[src/rtl/ckpt_pkg.sv]
// Package: shared phase encoding for the epoch checkpoint controller.
// Assumes: the codes are visible on the top-level phase port and are fixed.
package ckpt_pkg;
    typedef enum logic [2:0] {
        PH_COMPUTE  = 3'd0,
        PH_WAIT     = 3'd1,
        PH_COMMIT   = 3'd2,
        PH_ROLLBACK = 3'd3,
        PH_RECONFIG = 3'd4
    } phase_e;
endpackage

[src/rtl/ckpt_epoch_timer.sv]
// Module: counts the cycles of one compute window.
// Flags the final cycle so the sequencer can leave the compute phase.
// Assumes: EPOCH_LEN >= 2. The count restarts whenever run is low.
module ckpt_epoch_timer #(
    parameter int EPOCH_LEN = 16
) (
    input  logic clk,
    input  logic rst_n,
    input  logic run,
    output logic last
);
    localparam int CNT_W = (EPOCH_LEN > 2) ? $clog2(EPOCH_LEN) : 1;
    localparam logic [CNT_W-1:0] LAST_VAL = CNT_W'(EPOCH_LEN - 1);

    logic [CNT_W-1:0] cnt;

    // Purpose: advance while computing, clear otherwise.
    always_ff @(posedge clk) begin
        if (!rst_n || !run) begin
            cnt <= '0;
        end else if (cnt != LAST_VAL) begin
            cnt <= cnt + 1'b1;
        end
    end

    assign last = run && (cnt == LAST_VAL);
endmodule

[src/rtl/ckpt_test_collector.sv]
// Module: gathers per-stage tester reports over one epoch.
// It produces a fault verdict and an all-done verdict. Disabled stages are
// masked out of both verdicts.
// Assumes: reports are only meaningful while 'listen' is high; the sticky
// records are cleared by 'clear_all'.
module ckpt_test_collector #(
    parameter int NUM_STAGES = 5
) (
    input  logic                  clk,
    input  logic                  rst_n,
    input  logic                  listen,
    input  logic                  clear_all,
    input  logic [NUM_STAGES-1:0] dis_mask,
    input  logic [NUM_STAGES-1:0] done_in,
    input  logic [NUM_STAGES-1:0] fault_in,
    output logic [NUM_STAGES-1:0] fault_rec,
    output logic                  fault_now,
    output logic                  all_done_now
);
    logic [NUM_STAGES-1:0] done_rec;
    logic [NUM_STAGES-1:0] done_cover;
    logic [NUM_STAGES-1:0] fault_hit;

    for (genvar s = 0; s < NUM_STAGES; s++) begin : g_stage
        // Purpose: per-stage sticky done and fault records for the epoch.
        always_ff @(posedge clk) begin
            if (!rst_n || clear_all) begin
                done_rec[s]  <= 1'b0;
                fault_rec[s] <= 1'b0;
            end else if (listen && !dis_mask[s]) begin
                done_rec[s]  <= done_rec[s] | done_in[s];
                fault_rec[s] <= fault_rec[s] | fault_in[s];
            end
        end

        assign fault_hit[s]  = listen && !dis_mask[s] && fault_in[s];
        assign done_cover[s] = dis_mask[s] || done_rec[s] || (listen && done_in[s]);
    end

    assign fault_now    = |fault_hit;
    assign all_done_now = &done_cover;
endmodule

[src/rtl/ckpt_state_store.sv]
// Module: holds the speculative state and the committed checkpoint.
// Assumes: accept, commit and restore are mutually exclusive one-cycle
// controls from the sequencer.
module ckpt_state_store #(
    parameter int STATE_W = 8
) (
    input  logic               clk,
    input  logic               rst_n,
    input  logic               accept,
    input  logic               wr_en,
    input  logic [STATE_W-1:0] wr_data,
    input  logic               commit,
    input  logic               restore,
    output logic [STATE_W-1:0] spec_q,
    output logic [STATE_W-1:0] ckpt_q
);
    // Purpose: speculative register, written in compute, reloaded on rollback.
    always_ff @(posedge clk) begin
        if (!rst_n) begin
            spec_q <= '0;
        end else if (restore) begin
            spec_q <= ckpt_q;
        end else if (accept && wr_en) begin
            spec_q <= wr_data;
        end
    end

    // Purpose: checkpoint register, updated only when an epoch validates.
    always_ff @(posedge clk) begin
        if (!rst_n) begin
            ckpt_q <= '0;
        end else if (commit) begin
            ckpt_q <= spec_q;
        end
    end
endmodule

[src/rtl/ckpt_phase_fsm.sv]
// Module: epoch sequencer FSM.
// Sequence: compute, wait for tests, then commit or rollback, then
// reconfigure. A fault takes priority over commit.
// Assumes: verdict inputs are combinational from the collector in the same cycle.
module ckpt_phase_fsm
    import ckpt_pkg::*;
(
    input  logic   clk,
    input  logic   rst_n,
    input  logic   window_end,
    input  logic   fault_now,
    input  logic   all_done_now,
    output phase_e ph
);
    phase_e ph_nx;

    // Purpose: next-phase decision.
    always_comb begin
        ph_nx = ph;
        unique case (ph)
            PH_COMPUTE: begin
                if (fault_now)       ph_nx = PH_ROLLBACK;
                else if (window_end) ph_nx = PH_WAIT;
            end
            PH_WAIT: begin
                if (fault_now)         ph_nx = PH_ROLLBACK;
                else if (all_done_now) ph_nx = PH_COMMIT;
            end
            PH_COMMIT:   ph_nx = PH_COMPUTE;
            PH_ROLLBACK: ph_nx = PH_RECONFIG;
            PH_RECONFIG: ph_nx = PH_COMPUTE;
            default:     ph_nx = PH_COMPUTE;
        endcase
    end

    // Purpose: phase register.
    always_ff @(posedge clk) begin
        if (!rst_n) ph <= PH_COMPUTE;
        else        ph <= ph_nx;
    end
endmodule

[src/rtl/ckpt_epoch_ctrl.sv]
// Module: top of the epoch checkpoint and rollback controller.
// It ties together the timer, the tester collector, the state store and the
// sequencer. It also owns the sticky disable mask and the pending external request.
// Assumes: per-stage testers and the datapath are external. Inputs are
// synchronous to clk.
module ckpt_epoch_ctrl
    import ckpt_pkg::*;
#(
    parameter int NUM_STAGES = 5,
    parameter int STATE_W    = 8,
    parameter int EPOCH_LEN  = 16
) (
    input  logic                  clk,
    input  logic                  rst_n,
    input  logic                  spec_we,
    input  logic [STATE_W-1:0]    spec_wdata,
    input  logic [NUM_STAGES-1:0] stage_done,
    input  logic [NUM_STAGES-1:0] stage_fault,
    input  logic                  ext_req,
    output logic [2:0]            phase,
    output logic                  stall,
    output logic [STATE_W-1:0]    spec_state,
    output logic [STATE_W-1:0]    ckpt_state,
    output logic                  commit_pulse,
    output logic                  rollback_pulse,
    output logic [NUM_STAGES-1:0] unit_disable,
    output logic                  degraded,
    output logic                  ext_grant
);
    phase_e                ph;
    logic                  in_compute;
    logic                  listening;
    logic                  in_commit;
    logic                  in_rollback;
    logic                  in_reconfig;
    logic                  window_end;
    logic                  fault_now;
    logic                  all_done_now;
    logic [NUM_STAGES-1:0] fault_rec;
    logic [NUM_STAGES-1:0] dis_q;
    logic                  ext_pend;

    assign in_compute  = (ph == PH_COMPUTE);
    assign listening   = (ph == PH_COMPUTE) || (ph == PH_WAIT);
    assign in_commit   = (ph == PH_COMMIT);
    assign in_rollback = (ph == PH_ROLLBACK);
    assign in_reconfig = (ph == PH_RECONFIG);

    ckpt_epoch_timer #(.EPOCH_LEN(EPOCH_LEN)) u_timer (
        .clk  (clk),
        .rst_n(rst_n),
        .run  (in_compute),
        .last (window_end)
    );

    ckpt_test_collector #(.NUM_STAGES(NUM_STAGES)) u_collect (
        .clk         (clk),
        .rst_n       (rst_n),
        .listen      (listening),
        .clear_all   (in_commit || in_reconfig),
        .dis_mask    (dis_q),
        .done_in     (stage_done),
        .fault_in    (stage_fault),
        .fault_rec   (fault_rec),
        .fault_now   (fault_now),
        .all_done_now(all_done_now)
    );

    ckpt_state_store #(.STATE_W(STATE_W)) u_store (
        .clk    (clk),
        .rst_n  (rst_n),
        .accept (in_compute),
        .wr_en  (spec_we),
        .wr_data(spec_wdata),
        .commit (in_commit),
        .restore(in_rollback),
        .spec_q (spec_state),
        .ckpt_q (ckpt_state)
    );

    ckpt_phase_fsm u_fsm (
        .clk         (clk),
        .rst_n       (rst_n),
        .window_end  (window_end),
        .fault_now   (fault_now),
        .all_done_now(all_done_now),
        .ph          (ph)
    );

    // Purpose: sticky disable mask, widened with faulting stages at reconfigure.
    always_ff @(posedge clk) begin
        if (!rst_n)           dis_q <= '0;
        else if (in_reconfig) dis_q <= dis_q | fault_rec;
    end

    // Purpose: hold external requests until a validated checkpoint boundary.
    always_ff @(posedge clk) begin
        if (!rst_n)         ext_pend <= 1'b0;
        else if (in_commit) ext_pend <= ext_req;
        else                ext_pend <= ext_pend | ext_req;
    end

    assign phase          = ph;
    assign stall          = !in_compute;
    assign commit_pulse   = in_commit;
    assign rollback_pulse = in_rollback;
    assign unit_disable   = dis_q;
    assign degraded       = |dis_q;
    assign ext_grant      = in_commit && ext_pend;
endmodule

[config.mk]
export PLATFORM = sky130hd
export DESIGN_NAME = ckpt_epoch_ctrl
export DESIGN_NICKNAME = d
export VERILOG_FILES = /design/src/rtl/ckpt_pkg.sv /design/src/rtl/ckpt_epoch_timer.sv /design/src/rtl/ckpt_test_collector.sv /design/src/rtl/ckpt_state_store.sv /design/src/rtl/ckpt_phase_fsm.sv /design/src/rtl/ckpt_epoch_ctrl.sv
export SDC_FILE = /design/constraint.sdc
export NUM_CORES = 1
export LEC_CHECK = 0
export BUFFER_PORTS_ARGS = -buffer_cell sky130_fd_sc_hd__clkbuf_2
export CAP_MARGIN = 0
export CORE_MARGIN = 8
export CORE_UTILIZATION = 44
export DETAILED_ROUTE_END_ITERATION = 10
export HOLD_SLACK_MARGIN = 0.05
export PLACE_DENSITY_LB_ADDON = 0.08
export RECOVER_POWER = 50
export SLEW_MARGIN = 15
export SYNTH_ARGS = -nofsm -noshare
export SYNTH_HDL_FRONTEND = slang
export SYNTH_SLANG_ARGS = --single-unit
[constraint.sdc]
create_clock -name clk -period 1.5 [get_ports clk]
set_input_delay 0.45 -clock clk [delete_from_list [all_inputs] [get_ports clk]]
set_output_delay 0.45 -clock clk [all_outputs]
set_load 0.1 [all_outputs]
==> reports/results.tsv <==
stage	metric	value	unit
status	outcome	complete, but fails checks	
status	failing checks	setup timing	
cells_and_area	diode count	0	
logic_synthesis	mux share of post-synthesis cell area	0.6364	%
power_and_ir_drop	sum of internal, switching and leakage power	2781	uW
logic_synthesis	area share of fa/ha/maj cells after synthesis	0.7955	%
drt	Routed Antenna Nets	0	
logic_synthesis	count of mapped cells out of synthesis	186	
timing	min cycle time layout	1.777	ns
cts	clk slew on worst S/H paths	0.11	ns
setup_path	Setup CP Type	register to output pin	
setup_path	CP max-delay cell	sky130_fd_sc_hd__or3_4	
logic_synthesis	most numerous cell in the Yosys netlist	sky130_fd_sc_hd__dfxtp_1	
grt	number of global-route vias before repair	1759	
die	core footprint	3390	um2
setup_path	Crit Reg-Reg Startpoint	u_fsm.ph[1]	
cells_and_area	final layout net count	291	
cells_and_area	layout overhead on the synthesized area	73.99	%
grt	overflow left after global routing	0	
timing	fin crit share	118.5	%
logic_synthesis	Synth warnings	0	
timing	highest clock frequency the design can meet	562.7	MHz
logic_synthesis	share of the synthesized area in compound gates (AO/OA/AOI/OAI)	18.30	%
die	DIE WIDTH	75.79	um
timing	final setup vio count	13	
timing	post-route clock skew	0.006927	ns
timing	pins over their slew limit	0	
cts	Root Buffer Master	sky130_fd_sc_hd__clkbuf_4	
logic_synthesis	count of different cell masters after synthesis	35	
cells_and_area	share of cells above drive strength 1	44.61	%
timing	Hold Slack	0.3340	ns
logic_synthesis	flip-flop cell with the highest count after synthesis	sky130_fd_sc_hd__dfxtp_1	
timing	Worst slew margin	63.61	%
cells_and_area	Multi-input gate area	783.3	um2
setup_path	endpoint of the worst register-to-register path	u_store.spec_q[4]	
cts	hold bufs inserted after CTS	0	
worst_hold_path	Hold Crit Start	ext_req	
setup_path	CP arrival	1.33	ns
worst_hold_path	worst hold path depth	3	
setup_path	setup slack of the most critical reg-to-reg path	-0.12	ns
drt	Routed wire per std cell	17.30	um
drt	total DRC errors in the routed layout	0	
logic_synthesis	most numerous cell types in the synthesized netlist	39 x sky130_fd_sc_hd__dfxtp_1, 34 x sky130_fd_sc_hd__nand2_1, 20 x sky130_fd_sc_hd__nor2_1	
logic_synthesis	syn nets	209	
power_and_ir_drop	Max IR drop VDD	0.7456	mV
die	area of the die	5743	um2
logic_synthesis	dominant combinational cell family by area after synthesis	simple AND/OR/NAND/NOR gates	
setup_path	path depth of the worst reg2reg path	6	
job	number of max-cap violations	0	
cts	number of buffers added by the clock tree synthesis step	5	
timing	slack of the critical path	-0.2771	ns
grt	antenna violations before repair	0	
worst_hold_path	Worst Hold Endpoint	ext_pend	
drt	post-detailed-route via-to-cell ratio	5.406	
die	number of ports placed on the die boundary	51	
grt	largest net degree at the start of global routing	16	
drt	Iter 0 DRT Violations	117	
place	total of buffers placed on input and output ports	50	
cts	maximum clock path buffer count	2	
logic_synthesis	part of the Yosys area used for sequential elements	49.64	%
drt	total number of vias	1703	
setup_path	longest individual stage delay on the worst path	0.40	ns
setup_path	Critical Path, Cell by Cell	or3_4, buf_12	
timing	Least-Margin Pin Slew	0.5409	ns
timing	setup repair after global routing missed its margin	true	
place	Placed Instances	289	
place	Worst Setup Slack post-DPL	-0.1427	ns
logic_synthesis	simple-gate portion of the synthesized area	24.98	%
logic_synthesis	share of synthesized registers carrying an async set or reset	0	%
logic_synthesis	synthesized flop and latch total	39	
cts	clock insertion delay at the later pin of the skew report	0.36	ns
logic_synthesis	Synth Area per Inst	8.456	um2
logic_synthesis	cell area after synthesis	1573	um2
setup_path	category of the worst setup path capture point	output pin	
grt	global-route wire length before repair	8321	um
cts	number of sinks handled by clock tree synthesis	39	
die	effective utilization at floorplan	46.40	%
logic_synthesis	count of flip-flops with a built-in enable after synthesis	0	
die	vertical extent of the die	75.79	um
cells_and_area	number of filler instances in the final layout	212	
cells_and_area	count of placed standard cells in the final layout, fillers left out	315	
logic_synthesis	Yosys top cell by area	sky130_fd_sc_hd__dfxtp_1	
timing	final hold viol count	0	
die	number of rows created at floorplan	21	
place	global placement routability congestion	0.7899	
place	HPWL Detailed	3607	um
setup_path	CP max FO	5	
power_and_ir_drop	power density over the cells	1016	nW/um2
logic_synthesis	leading post-synthesis cells by cell area	sky130_fd_sc_hd__dfxtp_1 50%, sky130_fd_sc_hd__nand2_1 8.1%, sky130_fd_sc_hd__a21oi_1 5.4%	
power_and_ir_drop	static leakage power	0.001133	uW
cells_and_area	share of the core filled with cells in the final layout	80.73	%
setup_path	type of origin of the critical path	register	
logic_synthesis	xor/xnor cell area share of the yosys netlist	0.5569	%
setup_path	CP bufs+invs	1	
worst_hold_path	type of the tightest min-delay check	input pin to register	
grt	GRT Util Overall	19.52	%
setup_path	crit-path leading delay family	simple AND/OR/NAND/NOR gates	
drt	detailed-route wire length	5450	um
cells_and_area	storage element area	812.0	um2
drt	detailed-router iteration count before antenna repair	4	
setup_path	CP Data Required Time	1.05	ns
cts	H-tree Lvls	2	
cts	CTS tree	built	
logic_synthesis	post-synth top area share	49.64	%
-- how the worst max path moves through the flow --
stage | startpoint | end | slack, ns | cells after the start
global placement | spec_we | u_store.spec_q[7] | -0.07 | 6
floorplan | u_fsm.ph[0] | ext_grant | -0.37 | 6
global route | u_fsm.ph[2] | stall | -0.31 | 2
CTS | u_fsm.ph[2] | stall | -0.27 | 2
detailed placement | spec_we | u_store.spec_q[0] | -0.14 | 6
finish | u_fsm.ph[2] | stall | -0.28 | 2
-- routing by layer --
layer  track usage [%]  vias up  share of wire, %
met4             11.94        0               3.6
met2             34.98       66                53
met3             4.868       21               6.2
met1             19.80      808                37
li1                  -      808                 -
met5                 0        -                 0
-- state kept, by name (all words and copies together) (netlist names) --
signal	flops
u_store.ckpt_q	8
u_store.spec_q	8
u_collect.done_rec	5
u_collect.fault_rec	5
unit_disable	5
u_timer.cnt	4
u_fsm.ph	3
ext_pend	1
-- cells in the final DEF (no fill, tap or decap), drive strengths merged --
cell type   n
or3b        1
o21ai       1
a21boi      1
mux2i       1
ha          1
inv         7
or2         1
xnor2       1
nor2       20
nor4        1
and2        2
clkbuf     28
clkinv      3
nor3        9
dfxtp      39
a211oi      1
or3         3
a31oi       9
a2111oi     1
nor3b       1
a31o        1
nand2      35
a21oi      18
a311oi      8
nand3       5
buf        62
nor2b       8
a221o       1
-- worst reg2reg max path: cells and delay by family (launching register included) --
family	cells	cell delay, ns
compound gates	2	0.43
simple gates	2	0.43
flops	1	0.39
buf+inv	2	0.27
-- repair_timing --
item	in CTS	in global routing
endpoints found under the setup margin	8	36
gates cloned	0	0
pin swaps	15	2
resized for setup	9	15
setup buffers	16	4
-- where the power goes --
| part | total (uW) | switching, uW | internal, uW |
|---|---|---|---|
| clock | 573 | 345 | 227 |
| combinational | 1020 | 615 | 406 |
| sequential | 1190 | 86.0 | 1100 |
| total | 2780 | 1050 | 1740 |
-- logic make-up after synthesis --
logic type	after synthesis
multiplexers	1
XOR/XNOR	1
AND/OR/NAND/NOR	86
adder cells (fa/ha/maj)	1
flip-flops	39
buffers and inverters	17
AO/OA/AOI/OAI	41
-- area by class of cell --
| type | instances | area share (%) |
|---|---|---|
| inverter | 9 | 1.875 |
| clock inverter | 1 | 0.1829 |
| multi-input combinational | 130 | 28.62 |
| sequential | 39 | 29.68 |
| tap | 46 | 2.103 |
| clock buffer | 7 | 2.012 |
| timing repair buffer | 83 | 35.53 |
-- metrics by stage --
step	cell area, um2	setup TNS (ns)
floorplan	1672	-2.778
global placement	2470	-0.4840
detailed placement	2470	-0.9019
CTS	2681	-1.537
global route	2736	-2.270
finish	2736	-1.554
Note: power is estimated with default switching activity, not from simulation.
